<file path="config.mk">
export PLATFORM = sky130hd
export DESIGN_NAME = pwm_wh_ctrl
export DESIGN_NICKNAME = d
export VERILOG_FILES = /design/src/rtl/pwm_wh_pkg.sv /design/src/rtl/pwm_wh_regs.sv /design/src/rtl/pwm_wh_chan.sv /design/src/rtl/pwm_wh_ctrl.sv
export SDC_FILE = /design/constraint.sdc
export NUM_CORES = 1
export LEC_CHECK = 0
export BUFFER_PORTS_ARGS = -buffer_cell sky130_fd_sc_hd__buf_2
export CORE_MARGIN = 3
export CORE_UTILIZATION = 47
export CTS_CLUSTER_SIZE = 24
export DETAILED_ROUTE_END_ITERATION = 8
export RECOVER_POWER = 100
export SLEW_MARGIN = 10
export SYNTH_ARGS = -nofsm -noshare
export SYNTH_HDL_FRONTEND = slang
export SYNTH_HIERARCHICAL = 1
export SYNTH_SLANG_ARGS = --single-unit
</file>
<file path="constraint.sdc">
create_clock -name clk -period 6.5 [get_ports clk]
set_input_delay 0.325 -clock clk [delete_from_list [all_inputs] [get_ports clk]]
set_output_delay 0.325 -clock clk [all_outputs]
set_load 0.01 [all_outputs]
</file>
<file path="src/rtl/pwm_wh_pkg.sv">
// Package pwm_wh_pkg
// Register offsets and shared types for the wait-hold PWM controller.
// Assumes a byte-addressed, word-aligned register port.
package pwm_wh_pkg;

    localparam int OFS_SEL     = 'h00;  // source select + bypass
    localparam int OFS_GATE    = 'h04;  // output gates + transition mode
    localparam int OFS_RUN     = 'h08;  // counter-reset enables
    localparam int OFS_ADV     = 'h0C;  // counter-advance enables
    localparam int OFS_CH_BASE = 'h10;  // first channel count register
    localparam int CH_STRIDE   = 8;     // bytes between channel pairs
    localparam int LOW_OFS     = 4;     // low count after high count

    typedef enum logic {
        PH_HIGH = 1'b0,
        PH_LOW  = 1'b1
    } phase_e;

    // Byte offset of channel n's high-count register.
    function automatic int high_ofs(input int n);
        return OFS_CH_BASE + n * CH_STRIDE;
    endfunction

    // Byte offset of channel n's low-count register.
    function automatic int low_ofs(input int n);
        return OFS_CH_BASE + n * CH_STRIDE + LOW_OFS;
    endfunction

endpackage

</file>
<file path="src/rtl/pwm_wh_regs.sv">
// Module pwm_wh_regs
// Register file of the wait-hold PWM controller: decodes single-cycle
// writes, holds every control field and returns read data combinationally.
// Assumes DW covers the select fields plus the bypass bits (NCH*(SEL_W+1)).
// Unmapped and misaligned addresses read as zero and are never written.
module pwm_wh_regs
    import pwm_wh_pkg::*;
#(
    parameter int NCH   = 7,
    parameter int CW    = 16,
    parameter int AW    = 8,
    parameter int DW    = 32,
    parameter int SEL_W = 3
) (
    input  logic              clk,
    input  logic              rst_n,
    input  logic              wen,
    input  logic [AW-1:0]     addr,
    input  logic [DW-1:0]     wdata,
    output logic [DW-1:0]     rdata,
    output logic [NCH-1:0]    byp_q,
    output logic [NCH-1:0]    gate_q,
    output logic [NCH-1:0]    run_q,
    output logic [NCH-1:0]    adv_q,
    output logic [NCH*CW-1:0] high_flat,
    output logic [NCH*CW-1:0] low_flat
);

    localparam int SELF_W  = NCH * SEL_W;   // width of all select fields
    localparam int BYP_LSB = SELF_W;        // bypass bits follow selects
    localparam int TM_LSB  = NCH;           // transition bits follow gates

    localparam logic [AW-1:0] A_SEL  = AW'(OFS_SEL);
    localparam logic [AW-1:0] A_GATE = AW'(OFS_GATE);
    localparam logic [AW-1:0] A_RUN  = AW'(OFS_RUN);
    localparam logic [AW-1:0] A_ADV  = AW'(OFS_ADV);

    logic [SELF_W-1:0] sel_q;
    logic [NCH-1:0]    tm_q;
    logic [CW-1:0]     high_r [NCH];
    logic [CW-1:0]     low_r  [NCH];

    // Shared control registers: written on an exact address match.
    always_ff @(posedge clk) begin
        if (!rst_n) begin
            sel_q  <= '0;
            byp_q  <= '0;
            gate_q <= '0;
            tm_q   <= '0;
            run_q  <= '0;
            adv_q  <= '0;
        end else if (wen) begin
            if (addr == A_SEL) begin
                sel_q <= wdata[SELF_W-1:0];
                byp_q <= wdata[BYP_LSB +: NCH];
            end
            if (addr == A_GATE) begin
                gate_q <= wdata[NCH-1:0];
                tm_q   <= wdata[TM_LSB +: NCH];
            end
            if (addr == A_RUN) run_q <= wdata[NCH-1:0];
            if (addr == A_ADV) adv_q <= wdata[NCH-1:0];
        end
    end

    // Per-channel count registers, one pair per channel.
    for (genvar n = 0; n < NCH; n++) begin : g_cnt_reg
        localparam logic [AW-1:0] A_HI = AW'(high_ofs(n));
        localparam logic [AW-1:0] A_LO = AW'(low_ofs(n));

        // Store this channel's high and low counts.
        always_ff @(posedge clk) begin
            if (!rst_n) begin
                high_r[n] <= '0;
                low_r[n]  <= '0;
            end else if (wen) begin
                if (addr == A_HI) high_r[n] <= wdata[CW-1:0];
                if (addr == A_LO) low_r[n]  <= wdata[CW-1:0];
            end
        end

        assign high_flat[n*CW +: CW] = high_r[n];
        assign low_flat[n*CW +: CW]  = low_r[n];
    end

    // Read mux: zero unless the address names a register.
    always_comb begin
        rdata = '0;
        if (addr == A_SEL) begin
            rdata[SELF_W-1:0]     = sel_q;
            rdata[BYP_LSB +: NCH] = byp_q;
        end
        if (addr == A_GATE) begin
            rdata[NCH-1:0]       = gate_q;
            rdata[TM_LSB +: NCH] = tm_q;
        end
        if (addr == A_RUN) rdata[NCH-1:0] = run_q;
        if (addr == A_ADV) rdata[NCH-1:0] = adv_q;
        for (int n = 0; n < NCH; n++) begin
            if (addr == AW'(high_ofs(n))) rdata[CW-1:0] = high_r[n];
            if (addr == AW'(low_ofs(n)))  rdata[CW-1:0] = low_r[n];
        end
    end

endmodule

</file>
<file path="src/rtl/pwm_wh_chan.sv">
// Module pwm_wh_chan
// One wait-hold channel: a phase flag and a cycle counter that run a
// high phase of W cycles and a low phase of H cycles, with the output gated
// by three enables and an optional pass-through of the source clock.
// Assumes src_clk is the clock this module runs on. A count of zero means
// 2^CW because the limit is formed as count-1 modulo 2^CW.
module pwm_wh_chan
    import pwm_wh_pkg::*;
#(
    parameter int CW = 16
) (
    input  logic          clk,
    input  logic          rst_n,
    input  logic          src_clk,
    input  logic          run_en,
    input  logic          adv_en,
    input  logic          gate_en,
    input  logic          bypass,
    input  logic [CW-1:0] high_cnt,
    input  logic [CW-1:0] low_cnt,
    output logic          pwm
);

    localparam logic [CW-1:0] ONE = CW'(1);

    phase_e        phase_q;
    logic [CW-1:0] cnt_q;
    logic [CW-1:0] high_sh;
    logic [CW-1:0] low_sh;
    logic [CW-1:0] lim;
    logic          at_end;

    // Last count value of the current phase.
    always_comb begin
        lim    = (phase_q == PH_HIGH) ? (high_sh - ONE) : (low_sh - ONE);
        at_end = (cnt_q == lim);
    end

    // Counter: held at start while stopped, frozen while not advancing.
    always_ff @(posedge clk) begin
        if (!rst_n) begin
            phase_q <= PH_HIGH;
            cnt_q   <= '0;
            high_sh <= '0;
            low_sh  <= '0;
        end else if (!run_en) begin
            phase_q <= PH_HIGH;
            cnt_q   <= '0;
            high_sh <= high_cnt;
            low_sh  <= low_cnt;
        end else if (adv_en) begin
            if (!at_end) begin
                cnt_q <= cnt_q + ONE;
            end else begin
                cnt_q <= '0;
                if (phase_q == PH_HIGH) begin
                    phase_q <= PH_LOW;
                end else begin
                    phase_q <= PH_HIGH;
                    high_sh <= high_cnt;
                    low_sh  <= low_cnt;
                end
            end
        end
    end

    // Output gating: all three enables, then bypass or divided level.
    always_comb begin
        if (run_en && adv_en && gate_en)
            pwm = bypass ? src_clk : (phase_q == PH_HIGH);
        else
            pwm = 1'b0;
    end

endmodule

</file>
<file path="src/rtl/pwm_wh_ctrl.sv">
// Module pwm_wh_ctrl
// Top of the seven-channel wait-hold PWM controller: one register file and
// NCH channel engines. The last channel feeds an internal net and all
// others feed external pins. Assumes clk is also the source clock.
module pwm_wh_ctrl
    import pwm_wh_pkg::*;
#(
    parameter int NCH   = 7,
    parameter int CW    = 16,
    parameter int AW    = 8,
    parameter int DW    = 32,
    parameter int SEL_W = 3
) (
    input  logic           clk,
    input  logic           rst_n,
    input  logic [AW-1:0]  bus_addr,
    input  logic           bus_wen,
    input  logic [DW-1:0]  bus_wdata,
    output logic [DW-1:0]  bus_rdata,
    output logic [NCH-2:0] pwm_ext,
    output logic           pwm_int
);

    localparam int NEXT = NCH - 1;  // number of external channels

    logic [NCH-1:0]    byp_q;
    logic [NCH-1:0]    gate_q;
    logic [NCH-1:0]    run_q;
    logic [NCH-1:0]    adv_q;
    logic [NCH*CW-1:0] high_flat;
    logic [NCH*CW-1:0] low_flat;
    logic [NCH-1:0]    out_all;

    pwm_wh_regs #(
        .NCH(NCH), .CW(CW), .AW(AW), .DW(DW), .SEL_W(SEL_W)
    ) u_regs (
        .clk      (clk),
        .rst_n    (rst_n),
        .wen      (bus_wen),
        .addr     (bus_addr),
        .wdata    (bus_wdata),
        .rdata    (bus_rdata),
        .byp_q    (byp_q),
        .gate_q   (gate_q),
        .run_q    (run_q),
        .adv_q    (adv_q),
        .high_flat(high_flat),
        .low_flat (low_flat)
    );

    for (genvar n = 0; n < NCH; n++) begin : g_chan
        pwm_wh_chan #(.CW(CW)) u_chan (
            .clk     (clk),
            .rst_n   (rst_n),
            .src_clk (clk),
            .run_en  (run_q[n]),
            .adv_en  (adv_q[n]),
            .gate_en (gate_q[n]),
            .bypass  (byp_q[n]),
            .high_cnt(high_flat[n*CW +: CW]),
            .low_cnt (low_flat[n*CW +: CW]),
            .pwm     (out_all[n])
        );
    end

    // Split channel outputs between pins and the internal net.
    assign pwm_ext = out_all[NEXT-1:0];
    assign pwm_int = out_all[NCH-1];

endmodule

</file>
After elaboration in Yosys (flattened, before gate mapping)
Memory sizes are Yosys's and may differ from the RTL's.
Index checks and enable logic that the tools add are counted.
Widths: inputs -> output; s select.
Storage, ports and cells
  bits in registers: 399
  bits in writable memories: 224
  memories kept: 2
  input bits: 43
Operators by class
  bitwise logic cells: 21
  add/sub/neg operators: 21
  muxes and demuxes: 180
  reduce and logical (&&, ||, !) cells: 40
  equality and inequality tests: 45
Memories
  u_regs.high_r: words 7, width 16, read ports 7, clocked after memory_dff 0, write ports 7, line pwm_wh_regs.sv:40  | logic [CW-1:0] high_r [NCH];
  u_regs.low_r: words 7, width 16, read ports 7, clocked after memory_dff 0, write ports 7, line pwm_wh_regs.sv:41  | logic [CW-1:0] low_r [NCH];
Operators by type and width (count)
  $mux 16: 98
  $sub 16x1->16 const B: 14
  $add 16x1->16 const B: 7
  $eq 16x16->1: 7
  $mux 1: 78
  $eq 8x6->1 const B: 8
  $reduce_and 2->1: 18
  $eq 8x5->1 const B: 4
  $mux 28: 1
  $ne 2x1->1 const B: 14
  $reduce_and 3->1: 7
  $eq 8x4->1 const B: 2
  $eq 8x7->1 const B: 2
  $logic_and 1x1->1: 14
  $mux 14: 1
  $mux 7: 2
  $ne 2x2->1 const B: 7
  $or 1x1->1: 14
  $eq 8x3->1 const B: 1
  $logic_not 8->1: 1
  $not 1->1: 7

Depth between registers and ports, before layout
  word-level depth: 19
  mapped depth: 17
  mapped depth without buffers: 10

Cells and area by module
The synthesis kept the hierarchy.
Modules (own cells, without submodules)
  pwm_wh_chan at g_chan[0].u_chan ...: area each 3020.4 µm², instances 6, seq. area each 980.9 µm², cells an instance 347
  pwm_wh_regs: area each 13729.4 µm², instances 1, seq. area each 7847.5 µm², cells an instance 1206
  pwm_wh_chan at g_chan[6].u_chan: area each 2979.1 µm², instances 1, seq. area each 980.9 µm², cells an instance 346

==> impl_results.md <==
* Hold depth at 3
* Mapped cell area at 34800 sq um
* Worst setup path class: in2out
* Fin area at 37500 sq um
* Initial antenna violation count at 7
* Half-perimeter wire length after placement at 72700 microns
* Die X at 278 microns
* Post-Syn Instances at 3634
* Dominant cells by area after synthesis: dfxtp_1 23%, edfxtp_1 19%, mux2i_1 11%, nand2_1 7.0%, xor2_1 4.2%
* Via density at 5.79
* Setup TNS at 0 ps
* Area after DPL at 35100 sq um
* Vias in the first global route at 24700
* Die Y at 278 microns
* Die area at 77400 sq um
* Post-synth EDFFs at 224
* P per Cell Area at 250 nW/um^2
* Failing checks: max-capacitance violations, max-slew violations
* FFs w/ async S/R, synth at 0%
* Global-route wire length before repair at 156000 microns
* Cell Rows at 99
* Hold Vio Cnt, Final at 0
* Largest net degree at the start of global routing at 163
* Final global-route overflow total at 0
* Multi-input gate area at 18400 sq um
* Post-synthesis register bit count at 623
* Area of the core at 73200 sq um
* Relative max-transition margin at -34.1%
* Fmax at 178 MHz
* Post-CTS sizing at 0
* Num ports at 82
* Sequential area share after synthesis at 42.2%
* Synth cell count leaders: 651 x nand2_1, 399 x dfxtp_1, 382 x mux2i_1
* Slew Limit Fails at 425
* Peak fanout along the critical path at 42
* Drt first-iter violations at 2780
* Synthesis-to-layout area growth at 7.75%
* Via count of the routed design at 26600
* Register-to-register setup slack at 1310 ps
* Worst hold path type: in2reg
* Hold_ws at 105 ps
* TritonCTS clock tree: built
* Warnings, synthesis at 6
* Max-cap violations at 15
* CP Capture Type: primary output
* Max VDD drop at 0.181 mV
* Outcome: finished with violations
* Final period util at 86.5%
* Worst R2R Path Depth at 9
* Clk_lat worst skew at 730 ps
* Worst Tran Pin Value at 1980 ps
* Min Tclk post-route at 5620 ps
* CP arrival at 5300 ps
* Static leakage at 12.6 nW
* Worst-path clk slew at 60 ps
* Drt drc at 0
* WL per Instance at 22.5 microns
* Synth top area share at 22.9%
* Routed wire length at 103000 microns
* Area leader, netlist: dfxtp_1
* Top FF cell, synth: dfxtp_1
* Nets at 3632
* Post-route ant nets at 0
* Syn_area_per_cell at 9.58 sq um
* Register area at 14700 sq um
* Starting Density at 47.6%
* Overall routing resource usage at 26.1%
* Count leader, synth: nand2_1
* First-pass iteration count of the detailed router at 6
* Worst Setup Start Kind: input port
* PortBufs at 73
* GPL Wtd Cong at 0.957
* Share of layout cells above drive strength 1 at 8.23%
* Clock skew at 21.9 ps
* Yosys cell types at 95
* Final setup fails at 0
* Unrepaired setup endpoints after global routing: false
* Data required, critical path at 6170 ps
* Fillers at 6849
## area by class of cell
type	count	area share, %
well taps	959	3.20
diodes	2	0.0133
clock inverters	30	0.833
inverters	17	0.170
multi-input cells	2741	49.0
clock buffers	112	5.89
repair buffers	109	1.64
flip-flops and latches	623	39.2
## power by group
part / internal (mW) / switching (mW)
Sequential: 4.19 / 0.172
Combinational: 0.273 / 0.469
Clock: 2.57 / 1.70
Total: 7.03 / 2.35
## state kept, by name, summed over array words and instances (netlist names)
| signal | flops |
|---|---|
| g_chan.u_chan/cnt_q | 112 |
| g_chan.u_chan/high_sh | 112 |
| g_chan.u_chan/low_sh | 112 |
| g_chan.u_chan/phase_q | 7 |
| u_regs/adv_q | 7 |
| u_regs/byp_q | 7 |
| u_regs/gate_q | 7 |
| u_regs/high_r | 112 |
| u_regs/low_r | 112 |
| u_regs/run_q | 7 |
| u_regs/sel_q | 21 |
| u_regs/tm_q | 7 |
## through the flow
stage                     std cells  utilization, %  setup slack, ps  power, mW
final                          4593            51.3              879       9.38
after global routing           4592            51.3              832       9.68
after CTS                      4591            51.5             1970       9.46
after detailed placement       4444            47.9             1980       5.17
after global placement         4444            47.9             2060       5.16
after floorplan                3637               -             2610       4.89
## cell usage in the layout, fill, tap and decap left out, types with 14 or more instances in the layout
| master | instances |
|---|---|
| nand2_1 | 651 |
| a22oi_1 | 17 |
| o21ai_0 | 61 |
| and3_1 | 43 |
| o2bb2ai_1 | 21 |
| nor4_1 | 29 |
| and2_0 | 149 |
| nand4_1 | 21 |
| and2_1 | 78 |
| nor4b_1 | 22 |
| o211ai_1 | 21 |
| clkbuf_1 | 64 |
| xor2_1 | 167 |
| o22ai_1 | 37 |
| nor2_1 | 203 |
| nand3_1 | 90 |
| a21oi_1 | 82 |
| dfxtp_1 | 399 |
| nand2b_1 | 25 |
| buf_2 | 40 |
| mux2i_1 | 382 |
| or3_1 | 24 |
| inv_1 | 16 |
| nor2b_1 | 37 |
| or2_2 | 14 |
| buf_4 | 14 |
| edfxtp_1 | 224 |
| and4_1 | 14 |
| nor3b_1 | 24 |
| xnor2_1 | 127 |
| a21boi_0 | 34 |
| clkbuf_16 | 80 |
| ha_1 | 14 |
| mux2_2 | 19 |
| nor3_1 | 51 |
## worst max-delay path, stage by stage
cell,delay (ps)
clkbuf_1,1400
buf_4,750
nor2b_1,1290
a21oi_1,500
o22a_1,350
a31oi_1,450
clkbuf_1,210
## cell families after synthesis
group | after synthesis | synth area share, %
flops | 623 | 42.2
buf+inv | 273 | 4.79
other cells | 1 | 0.0108
mux | 411 | 12.1
compound gates | 433 | 8.79
xor+xnor | 294 | 7.39
fa+ha+maj | 14 | 0.503
simple gates | 1585 | 24.2
## repair_timing
action	CTS	global route
endpoints found under the hold margin	12	0
hold buffers	12	0
buffers inserted	0	0
## per-layer routing
metal | vias up | track usage (%) | part of all wire [%] | wire, microns
met1 | 12800 | 38.0 | 46 | 47600
met2 | 938 | 38.7 | 43 | 44000
met5 | - | 0 | 0 | 0
met4 | 0 | 10.2 | 4.1 | 4230
met3 | 211 | 4.25 | 7.1 | 7310
li1 | 12700 | - | - | -
## final timing paths
kind                                                   start                      endpoint
worst max-delay path                             bus_addr[2]                  bus_rdata[8]
worst min-delay path                            bus_wdata[3]               u_regs/sel_q[3]
worst max register to register      g_chan[6].u_chan/phase_q     g_chan[6].u_chan/cnt_q[8]
worst min register to register  g_chan[4].u_chan/high_sh[15]  g_chan[4].u_chan/high_sh[15]
Power figures use the tool's default switching activity.
